==> src/rtl/burst_seq_pkg.sv <==
package burst_seq_pkg;

  typedef enum logic [1:0] {
    TR_IDLE = 2'b00,
    TR_NSEQ = 2'b10,
    TR_SEQ  = 2'b11
  } trans_e;

  localparam int unsigned SIZE_W = 2;

  // Number of beat counts that allow a wrapping pattern (4, 8, 16).
  localparam int unsigned WRAP_KINDS = 3;

endpackage

==> src/rtl/burst_rst_sync.sv <==
module burst_rst_sync #(
  parameter int unsigned STAGES = 2
) (
  input  logic clk,
  input  logic rst_n,
  output logic srst_n
);

  logic [STAGES-1:0] sh_q;
  logic [STAGES-1:0] sh_d;

  always_comb begin
    sh_d = {sh_q[STAGES-2:0], 1'b1};
  end

  always_ff @(posedge clk or negedge rst_n) begin
    if (!rst_n) begin
      sh_q <= '0;
    end else begin
      sh_q <= sh_d;
    end
  end

  assign srst_n = sh_q[STAGES-1];

endmodule

==> src/rtl/burst_addr_step.sv <==
module burst_addr_step
  import burst_seq_pkg::*;
#(
  parameter int unsigned AW   = 32,
  parameter int unsigned LENW = 4
) (
  input  logic [AW-1:0]     cur_addr,
  input  logic [SIZE_W-1:0] cur_size,
  input  logic              cur_wrap,
  input  logic [AW-1:0]     cur_mask,
  input  logic [LENW-1:0]   ld_len,
  input  logic [SIZE_W-1:0] ld_size,
  input  logic              ld_wrap,
  output logic [AW-1:0]     nxt_addr,
  output logic [AW-1:0]     ld_mask,
  output logic              ld_wrap_ok
);

  logic [AW-1:0]         step;
  logic [AW-1:0]         sum;
  logic [WRAP_KINDS-1:0] len_hit;

  // One comparator per beat count that permits wrapping.
  generate
    for (genvar g = 0; g < WRAP_KINDS; g++) begin : g_wlen
      localparam int unsigned BEATS = 4 << g;
      if (BEATS <= (1 << LENW)) begin : g_fit
        assign len_hit[g] = (ld_len == LENW'(BEATS - 1));
      end else begin : g_nofit
        assign len_hit[g] = 1'b0;
      end
    end
  endgenerate

  always_comb begin
    step     = AW'(1) << cur_size;
    sum      = cur_addr + step;
    nxt_addr = cur_wrap ? ((cur_addr & ~cur_mask) | (sum & cur_mask)) : sum;
  end

  always_comb begin
    ld_mask    = ((AW'(ld_len) + AW'(1)) << ld_size) - AW'(1);
    ld_wrap_ok = ld_wrap && (|len_hit);
  end

endmodule

==> src/rtl/burst_beat_ctrl.sv <==
module burst_beat_ctrl
  import burst_seq_pkg::*;
#(
  parameter int unsigned AW   = 32,
  parameter int unsigned LENW = 4
) (
  input  logic              clk,
  input  logic              srst_n,
  input  logic              adv,
  input  logic              req_valid,
  input  logic [AW-1:0]     req_addr,
  input  logic [SIZE_W-1:0] req_size,
  input  logic [LENW-1:0]   req_len,
  input  logic              req_write,
  input  logic              ld_wrap_ok,
  input  logic [AW-1:0]     ld_mask,
  input  logic [AW-1:0]     nxt_addr,
  output logic              req_ready,
  output trans_e            beat_trans,
  output logic              beat_live,
  output logic [AW-1:0]     beat_addr,
  output logic [SIZE_W-1:0] beat_size,
  output logic              beat_write,
  output logic              beat_wrap,
  output logic [AW-1:0]     beat_mask
);

  logic              live_q, live_d;
  logic              first_q, first_d;
  logic              write_q, write_d;
  logic              wrap_q, wrap_d;
  logic [AW-1:0]     addr_q, addr_d;
  logic [AW-1:0]     mask_q, mask_d;
  logic [SIZE_W-1:0] size_q, size_d;
  logic [LENW-1:0]   left_q, left_d;
  logic              last_beat;
  logic              open_slot;

  assign last_beat = (left_q == '0);
  assign open_slot = srst_n && (!live_q || last_beat);
  assign req_ready = adv && open_slot;

  // Next state, applied only in cycles where the bus advances.
  always_comb begin
    live_d  = live_q;
    first_d = first_q;
    write_d = write_q;
    wrap_d  = wrap_q;
    addr_d  = addr_q;
    mask_d  = mask_q;
    size_d  = size_q;
    left_d  = left_q;
    if (live_q && !last_beat) begin
      addr_d  = nxt_addr;
      left_d  = left_q - LENW'(1);
      first_d = 1'b0;
    end else if (req_valid) begin
      live_d  = 1'b1;
      first_d = 1'b1;
      addr_d  = req_addr;
      size_d  = req_size;
      write_d = req_write;
      wrap_d  = ld_wrap_ok;
      mask_d  = ld_mask;
      left_d  = req_len;
    end else begin
      live_d  = 1'b0;
      first_d = 1'b0;
    end
  end

  always_ff @(posedge clk or negedge srst_n) begin
    if (!srst_n) begin
      live_q  <= 1'b0;
      first_q <= 1'b0;
      write_q <= 1'b0;
      wrap_q  <= 1'b0;
      addr_q  <= '0;
      mask_q  <= '0;
      size_q  <= '0;
      left_q  <= '0;
    end else if (adv) begin
      live_q  <= live_d;
      first_q <= first_d;
      write_q <= write_d;
      wrap_q  <= wrap_d;
      addr_q  <= addr_d;
      mask_q  <= mask_d;
      size_q  <= size_d;
      left_q  <= left_d;
    end
  end

  always_comb begin
    if (!live_q)      beat_trans = TR_IDLE;
    else if (first_q) beat_trans = TR_NSEQ;
    else              beat_trans = TR_SEQ;
  end

  assign beat_live  = live_q;
  assign beat_addr  = addr_q;
  assign beat_size  = size_q;
  assign beat_write = write_q;
  assign beat_wrap  = wrap_q;
  assign beat_mask  = mask_q;

endmodule

==> src/rtl/burst_data_phase.sv <==
module burst_data_phase #(
  parameter int unsigned DW = 32
) (
  input  logic          clk,
  input  logic          srst_n,
  input  logic          adv,
  input  logic          beat_live,
  input  logic          beat_write,
  input  logic [DW-1:0] src_wdata,
  output logic          src_pop,
  output logic [DW-1:0] dp_wdata,
  output logic          rd_valid
);

  logic          dp_live_q, dp_live_d;
  logic          dp_wr_q, dp_wr_d;
  logic [DW-1:0] wdata_q, wdata_d;
  logic          cap;

  assign cap = adv && beat_live && beat_write;

  always_comb begin
    dp_live_d = beat_live;
    dp_wr_d   = beat_live && beat_write;
    wdata_d   = src_wdata;
  end

  always_ff @(posedge clk or negedge srst_n) begin
    if (!srst_n) begin
      dp_live_q <= 1'b0;
      dp_wr_q   <= 1'b0;
    end else if (adv) begin
      dp_live_q <= dp_live_d;
      dp_wr_q   <= dp_wr_d;
    end
  end

  always_ff @(posedge clk or negedge srst_n) begin
    if (!srst_n) begin
      wdata_q <= '0;
    end else if (cap) begin
      wdata_q <= wdata_d;
    end
  end

  assign src_pop  = cap;
  assign dp_wdata = wdata_q;
  assign rd_valid = adv && dp_live_q && !dp_wr_q;

endmodule

==> src/rtl/burst_seq.sv <==
module burst_seq
  import burst_seq_pkg::*;
#(
  parameter int unsigned AW   = 32,
  parameter int unsigned DW   = 32,
  parameter int unsigned LENW = 4
) (
  input  logic            clk,
  input  logic            rst_n,
  input  logic            req_valid,
  output logic            req_ready,
  input  logic [AW-1:0]   req_addr,
  input  logic [1:0]      req_size,
  input  logic [LENW-1:0] req_len,
  input  logic            req_wrap,
  input  logic            req_write,
  input  logic            bus_ready,
  output logic [1:0]      bus_trans,
  output logic [AW-1:0]   bus_addr,
  output logic [1:0]      bus_size,
  output logic            bus_write,
  output logic [DW-1:0]   bus_wdata,
  input  logic [DW-1:0]   bus_rdata,
  input  logic [DW-1:0]   src_wdata,
  output logic            src_pop,
  output logic            rd_valid,
  output logic [DW-1:0]   rd_data
);

  logic              srst_n;
  trans_e            beat_trans;
  logic              beat_live;
  logic [AW-1:0]     beat_addr;
  logic [SIZE_W-1:0] beat_size;
  logic              beat_write;
  logic              beat_wrap;
  logic [AW-1:0]     beat_mask;
  logic [AW-1:0]     nxt_addr;
  logic [AW-1:0]     ld_mask;
  logic              ld_wrap_ok;

  burst_rst_sync #(.STAGES(2)) u_rst (
    .clk    (clk),
    .rst_n  (rst_n),
    .srst_n (srst_n)
  );

  burst_addr_step #(.AW(AW), .LENW(LENW)) u_step (
    .cur_addr   (beat_addr),
    .cur_size   (beat_size),
    .cur_wrap   (beat_wrap),
    .cur_mask   (beat_mask),
    .ld_len     (req_len),
    .ld_size    (req_size),
    .ld_wrap    (req_wrap),
    .nxt_addr   (nxt_addr),
    .ld_mask    (ld_mask),
    .ld_wrap_ok (ld_wrap_ok)
  );

  burst_beat_ctrl #(.AW(AW), .LENW(LENW)) u_ctrl (
    .clk        (clk),
    .srst_n     (srst_n),
    .adv        (bus_ready),
    .req_valid  (req_valid),
    .req_addr   (req_addr),
    .req_size   (req_size),
    .req_len    (req_len),
    .req_write  (req_write),
    .ld_wrap_ok (ld_wrap_ok),
    .ld_mask    (ld_mask),
    .nxt_addr   (nxt_addr),
    .req_ready  (req_ready),
    .beat_trans (beat_trans),
    .beat_live  (beat_live),
    .beat_addr  (beat_addr),
    .beat_size  (beat_size),
    .beat_write (beat_write),
    .beat_wrap  (beat_wrap),
    .beat_mask  (beat_mask)
  );

  burst_data_phase #(.DW(DW)) u_data (
    .clk        (clk),
    .srst_n     (srst_n),
    .adv        (bus_ready),
    .beat_live  (beat_live),
    .beat_write (beat_write),
    .src_wdata  (src_wdata),
    .src_pop    (src_pop),
    .dp_wdata   (bus_wdata),
    .rd_valid   (rd_valid)
  );

  assign bus_trans = beat_trans;
  assign bus_addr  = beat_addr;
  assign bus_size  = beat_size;
  assign bus_write = beat_write;
  assign rd_data   = bus_rdata;

endmodule

==> config.mk <==
export PLATFORM = sky130hd
export DESIGN_NAME = burst_seq
export DESIGN_NICKNAME = d
export VERILOG_FILES = /design/src/rtl/burst_seq_pkg.sv /design/src/rtl/burst_rst_sync.sv /design/src/rtl/burst_addr_step.sv /design/src/rtl/burst_beat_ctrl.sv /design/src/rtl/burst_data_phase.sv /design/src/rtl/burst_seq.sv
export SDC_FILE = /design/constraint.sdc
export NUM_CORES = 1
export LEC_CHECK = 0
export ABC_AREA = 1
export ABC_CLOCK_PERIOD_IN_PS = 3200
export BUFFER_PORTS_ARGS = -buffer_cell sky130_fd_sc_hd__buf_2
export CORE_UTILIZATION = 47
export CTS_BUF_LIST = sky130_fd_sc_hd__clkbuf_4
export CTS_CLUSTER_DIAMETER = 80
export DETAILED_ROUTE_END_ITERATION = 8
export GPL_TIMING_DRIVEN = 0
export PLACE_DENSITY = 0.86
export SYNTH_ARGS = -nofsm -noshare
export SYNTH_HDL_FRONTEND = slang
export SYNTH_SLANG_ARGS = --single-unit
==> constraint.sdc <==
create_clock -name clk -period 3.2 [get_ports clk]
set_input_delay 0.64 -clock clk [delete_from_list [all_inputs] [get_ports clk]]
set_output_delay 0.64 -clock clk [all_outputs]
set_load 0.05 [all_outputs]
==> flow_summary.yaml, run 1 <==
status:
  status: "finished clean"
cells_and_area:
  layout_common_cells: "nand2_1, buf_2, dfrtp_1"
  antenna_cells: 0
  final_cells: 1159
  nFillCells: 1180
  layout_commonest_cell: "nand2_1"
  seq_area_mm2: 0.00233
  nets: 1124
  design_area_mm2: 0.00709
  drive_gt1_frac: 0.267
  fin_util: 0.590
  area_growth_pct: 22.0
  multi_input_area_mm2: 0.00282
drt:
  dr.pass1.iters: 5
  antenna_left: 0
  initialDrtViolationCount: 392
  viasPerCell: 5.15
  totalWireLength_mm: 16.1
  drc_errors: 0
  wire_per_inst_um: 13.9
  vias: 5968
power:
  p_sw_frac: 0.569
  comb_power_share: 0.589
  pwr-share-seq: 0.302
  power.internal_mw: 3.08
  leakage_nw: 3.88
  ir_drop_v: 0.000612
  p_per_area_mw_per_mm2: 1010
  p_sw_mw: 4.07
  p_clk_frac: 0.109
grt:
  grt_pass1_vias: 5389
  gr-total-overflow: 0
  grt_first_pass_wirelength_mm: 26.0
  grt_usage: 0.259
  antenna_found_initial: 1
  grt_max_degree: 68
synthesis:
  synth_cells: 817
  synth_top_family_by_area: "simple AND/OR/NAND/NOR gates"
  synth-edff-count: 0
  syn_nets: 934
  synth_mux_area_frac: 0
  syn_area_per_cell_um2: 7.11
  yosys_warnings: 0
  ys_seq_area_frac: 0.401
  synth_area_leaders: "dfrtp_1, nand2_1, inv_1"
  yosys.area.top_type: "dfrtp_1"
  syn_area_mm2: 0.00581
  synth_xor_area_frac: 0.0106
  yosys.area_share.adder: 0.0207
  synth-async-reset-ratio: 1.00
  synth_top_area_frac: 0.401
  synth_compound_area_frac: 0.130
  synth_ff_type: "dfrtp_1"
  synth_cell_types: 47
  synth_seq_cells: 93
  synthSimpleGateAreaFrac: 0.324
clock_tree:
  path_clk_slew_ns: 0.17
  cts_root_buffer: "clkbuf_4"
  cts_setup_buffers: 0
  cts_tree: "done"
  clock_path_buffers: 2
  clock_sinks: 93
  clk-insertion-delay-late_ns: 0.49
  cts-resized-gates: 0
  numCtsBuffers: 9
  htree_levels: 3
timing:
  period_minus_slack_ns: 2.82
  fin_ws_ns: 0.381
  final_max_slew_viol_count: 0
  max_slew_margin: 0.409
  max_freq_mhz: 355
  rsz0062_at_grt: "false"
  post-route-period-util: 0.881
  finalHoldViolations: 0
  final.setup.tns_ns: 0
  worst_slew_pin_slew_ns: 0.879
  skew_ns: 0.0315
  setup_viol: 0
die:
  io_pins: 212
  die_h_um: 113
  die-area_mm2: 0.0128
  initial_core_util: 0.484
  chipWidth_um: 113
  rows: 40
  core_mm2: 0.0120
worst_setup_path:
  arrival_ns: 2.18
  reg2reg_from: "u_ctrl.beat_size[0]"
  crit_slowest_cell: "dfrtp_1"
  cpLargestDelayFamily: "buffers and inverters"
  path_cells: "inv_1 > ha_1 > nand3_2 > nand2_4 > buf_4 > nand2_1 > nor2_1 > buf_2"
  crit_end: "req_ready"
  crit_buf_inv: 3
  slowest_delay_ns: 0.40
  worstSetupStartpoint: "u_ctrl.left_q[0]"
  r2r_cells: 12
  required_ns: 2.56
  r2r_slack_ns: 0.88
  crit_type: "register to output port"
  crit_path_end_kind: "output port"
  path_depth: 8
  start_kind: "register"
  crit_fanout: 19
placed_design:
  port_buffers: 178
  dp_hpwl_mm: 12.5
  place_ws_ns: 0.657
  placed_area_mm2: 0.00692
  place_congestion: 0.929
  dp.cells: 1143
min_path:
  holdCritPathClass: "register to async pin"
job:
  drv_cap: 0
-- synth_stat cells, types with 3 or more instances --
library cell and count:
buf_2 10, xor2_1 6, o21ai_1 13, nand3_2 4
a21boi_1 10, nor3_1 12, o31ai_1 4, o21ai_0 53
a22oi_1 3, ha_1 8, nand2_2 4, inv_2 5
nand2_1 300, inv_1 74, o211ai_1 3, dfrtp_1 93
a31oi_1 6, nor3_2 3, a21oi_1 27, nand3_1 46
nor2_1 52, nand4_1 10, clkbuf_1 7, buf_4 35
-- through the flow --
stage	hold WS, ns	total power [mW]
2_1_floorplan	0.331	5.27
3_3_place_gp	0.335	6.27
3_5_place_dp	0.264	6.36
4_1_cts	0.270	7.15
5_1_grt	0.296	7.62
6_report	0.255	7.14
-- worst min path at each step --
| stage | depth (start not counted) | start | end | slack (ns) |
|---|---|---|---|---|
| after floorplan | 0 | u_rst.sh_q[0] | u_rst.sh_q[1] | 0.33 |
| after global placement | 0 | u_rst.sh_q[0] | u_rst.sh_q[1] | 0.33 |
| after detailed placement | 0 | u_rst.sh_q[1] | u_ctrl.beat_size[0] | 0.26 |
| after CTS | 0 | u_rst.sh_q[1] | u_ctrl.beat_size[0] | 0.27 |
| after global routing | 0 | u_rst.sh_q[1] | u_ctrl.beat_size[0] | 0.30 |
| final | 0 | u_rst.sh_q[1] | u_ctrl.beat_size[0] | 0.26 |
-- layout make-up --
type | count | area share
buffer | 53 | 0.0492
inverter | 81 | 0.0432
multi-input combinational | 589 | 0.398
clock inverter | 6 | 0.0132
timing repair buffer | 180 | 0.131
clock buffer | 10 | 0.0106
sequential | 93 | 0.329
tap | 147 | 0.0259
-- power groups by stage --
stage	combinational, mW	clock, mW	sequential, mW
global route	4.56	0.840	2.22
CTS	4.21	0.796	2.14
global placement	4.11	0	2.16
detailed placement	4.21	0	2.15
finish	4.21	0.781	2.15
floorplan	1.83	0	3.43
-- per-layer routing --
layer | wire length [um] | GRT usage
met5 | 0 | 0
met3 | 1180 | 0.0686
met1 | 6870 | 0.323
met4 | 340 | 0.0746
met2 | 7700 | 0.440
-- repair_timing --
item                                   4_1_cts  5_1_grt
hold buffers                                 1        0
setup endpoints to repair                    0        1
endpoints found under the hold margin        2        0
-- kinds of logic (layout without fill, tap and decap cells) --
logic type / count (synthesis) / after routing
other: 1 / 1
AO/OA/AOI/OAI: 129 / 129
AND/OR/NAND/NOR: 443 / 443
buffers and inverters: 135 / 330
adder cells (fa/ha/maj): 9 / 9
XOR/XNOR: 7 / 7
flip-flops: 93 / 93
Power figures use the tool's default switching activity.
==> inputs of run 2 (changes only) <==
- CORE_UTILIZATION: 47 -> 49
- REMOVE_ABC_BUFFERS: default -> 1
- SYNTH_HIERARCHICAL: default -> 1
==> flow_summary.yaml, run 2 <==
die:
  core_mm2: 0.0135
  die_h_um: 120
  io_pins: 212
  chipWidth_um: 120
  rows: 42
  die-area_mm2: 0.0145
  initial_core_util: 0.511
placed_design:
  place_congestion: 0.885
  dp_hpwl_mm: 11.8
  port_buffers: 147
synthesis:
  ys_seq_area_frac: 0.401
  synth_area_leaders: "dfrtp_1, nand2_1, buf_4"
  synth_cells: 930
  synth_cell_types: 40
  synth_ff_type: "dfrtp_1"
  yosysMostFrequentCell: "nand2_1"
  synth-edff-count: 0
  synthTopCellsByCount: "nand2_1, dfrtp_1, inv_1"
  syn_area_mm2: 0.00687
  yosys.area.top_type: "dfrtp_1"
  syn_area_per_cell_um2: 7.39
  synth_seq_cells: 110
  yosys_warnings: 6
  synth-async-reset-ratio: 1.00
  synth_top_area_frac: 0.401
clock_tree:
  cts_tree: "done"
  cts_setup_buffers: 0
  path_clk_slew_ns: 0.18
  htree_levels: 3
  clock_path_buffers: 2
  clock_sinks: 110
  numCtsBuffers: 9
  clk-insertion-delay-late_ns: 0.49
  cts_root_buffer: "clkbuf_4"
power:
  p_sw_frac: 0.556
  p_sw_mw: 4.08
  ir_drop_v: 0.000554
  comb_power_share: 0.548
  p_clk_frac: 0.101
  power.internal_mw: 3.26
  leakage_nw: 4.15
  p_per_area_mw_per_mm2: 990
  pwr-share-seq: 0.350
  p_total_mw: 7.34
cells_and_area:
  multi_input_area_mm2: 0.00318
  area_growth_pct: 7.81
  drive_gt1_frac: 0.218
  nFillCells: 1313
  layout_common_cells: "nand2_1, buf_2, dfrtp_1"
  layout_commonest_cell: "nand2_1"
  seq_area_mm2: 0.00276
  nets: 1119
grt:
  grt_busiest_layer: "met2"
  grt_pass1_vias: 5649
  grt_max_degree: 75
  gr-total-overflow: 0
  grt_first_pass_wirelength_mm: 27.7
  antenna_found_initial: 1
  grt_use_met2: 0.372
  grt_usage: 0.241
  grt_use_met1: 0.313
  grt_util_met3: 0.0910
timing:
  final.setup.tns_ns: 0
  max_slew_margin: 0.333
  rsz0062_at_grt: "false"
  final_max_slew_viol_count: 0
  finalHoldViolations: 0
  post-route-period-util: 0.904
  skew_ns: 0.0214
  max_freq_mhz: 346
  worst_slew_pin_slew_ns: 0.999
  period_minus_slack_ns: 2.89
  setup_viol: 0
  holdWs_ns: 0.356
drt:
  dr.pass1.iters: 4
  wire_per_inst_um: 14.2
  initialDrtViolationCount: 435
  totalWireLength_mm: 16.9
  viasPerCell: 5.10
  vias: 6037
  drc_errors: 0
  antenna_left: 0
status:
  status: "finished clean"
job:
  drv_cap: 0
worst_setup_path:
  path_cells: "nand3_4 > inv_1 > buf_2"
  crit_buf_inv: 2
  cpLargestDelayFamily: "flip-flops"
  arrival_ns: 2.25
  crit_slowest_cell: "dfrtp_2"
  start_kind: "register"
  required_ns: 2.56
  slowest_delay_ns: 0.85
  crit_path_end_kind: "output port"
  crit_fanout: 38
  crit_type: "register to output port"
min_path:
  holdCritPathClass: "register to async pin"
run 2: cell types whose count changed in the layout (fill, tap and decap cells not counted), moves of 17 or more:
cell | previous run | this run
o21ai_2 | 1 | 28
nand4_1 | 10 | 39
buf_2 | 187 | 147
xnor2_1 | 1 | 18
buf_4 | 35 | 0
o21ai_0 | 53 | 20
nand3_1 | 46 | 28
nand2_1 | 300 | 399
a21oi_1 | 27 | 2
run 2: layout make-up:
cell class                 instances  area share
multi-input combinational        652       0.429
sequential                       110       0.372
timing repair buffer             150       0.108
inverter                          79      0.0404
tap                              176      0.0297
clock inverter                     7      0.0108
clock buffer                       9     0.00912
antenna                            1    0.000338
run 2: stage by stage:
stage,utilization,cells,setup WS (ns),instance area (um2)
after floorplan,-,841,-0.954,6220
after global placement,0.534,1164,-1.60,7180
after detailed placement,0.539,1166,0.246,7250
after CTS,0.551,1183,0.222,7410
after global routing,0.551,1184,0.0716,7410
final,0.551,1184,0.307,7410
run 2: worst paths after layout:
kind,end,from,depth (start not counted),slack (ns)
max,src_pop,u_ctrl/beat_live,3,0.31
min,u_data/dp_wdata[12],u_rst/sh_q[1],0,0.36
max reg2reg,u_ctrl/left_q[0],u_ctrl/beat_live,6,0.70
min reg2reg,u_data/dp_wdata[12],u_rst/sh_q[1],0,0.36
max in group asynchronous,u_ctrl/beat_addr[21],u_rst/sh_q[1],1,2.10
min in group clk,u_data/dp_wdata[8],src_wdata[8],3,0.37
run 2: per-layer routing:
layer / vias up / routed length, um
li1: 3011 / -
met1: 2779 / 7360
met2: 217 / 7770
met3: 28 / 1390
met4: 2 / 308
met5: - / 34
run 2: timing repair:
item / CTS / global route
hold buffers: 1 / 0
endpoints found under the setup margin: 2 / 0
gates resized for setup: 2 / 0
endpoints found under the hold margin: 2 / 0
run 2: logic make-up (layout without fill, tap and decap cells):
family,count (synthesis),count (layout),synth area share
AND/OR/NAND/NOR,548,548,0.339
other,1,2,0.000546
multiplexers,2,2,0.00291
buffers and inverters,168,245,0.138
flip-flops,110,110,0.401
adder cells (fa/ha/maj),9,9,0.0175
XOR/XNOR,27,27,0.0344
AO/OA/AOI/OAI,65,65,0.0670
run 2: power by group through the flow:
stage | clock (mW) | sequential, mW | combinational [mW]
after detailed placement | 0 | 2.59 | 4.02
after global routing | 0.831 | 2.66 | 4.41
after CTS | 0.777 | 2.57 | 4.03
after floorplan | 0 | 3.82 | 1.74
after global placement | 0 | 2.58 | 3.89
final | 0.744 | 2.57 | 4.02
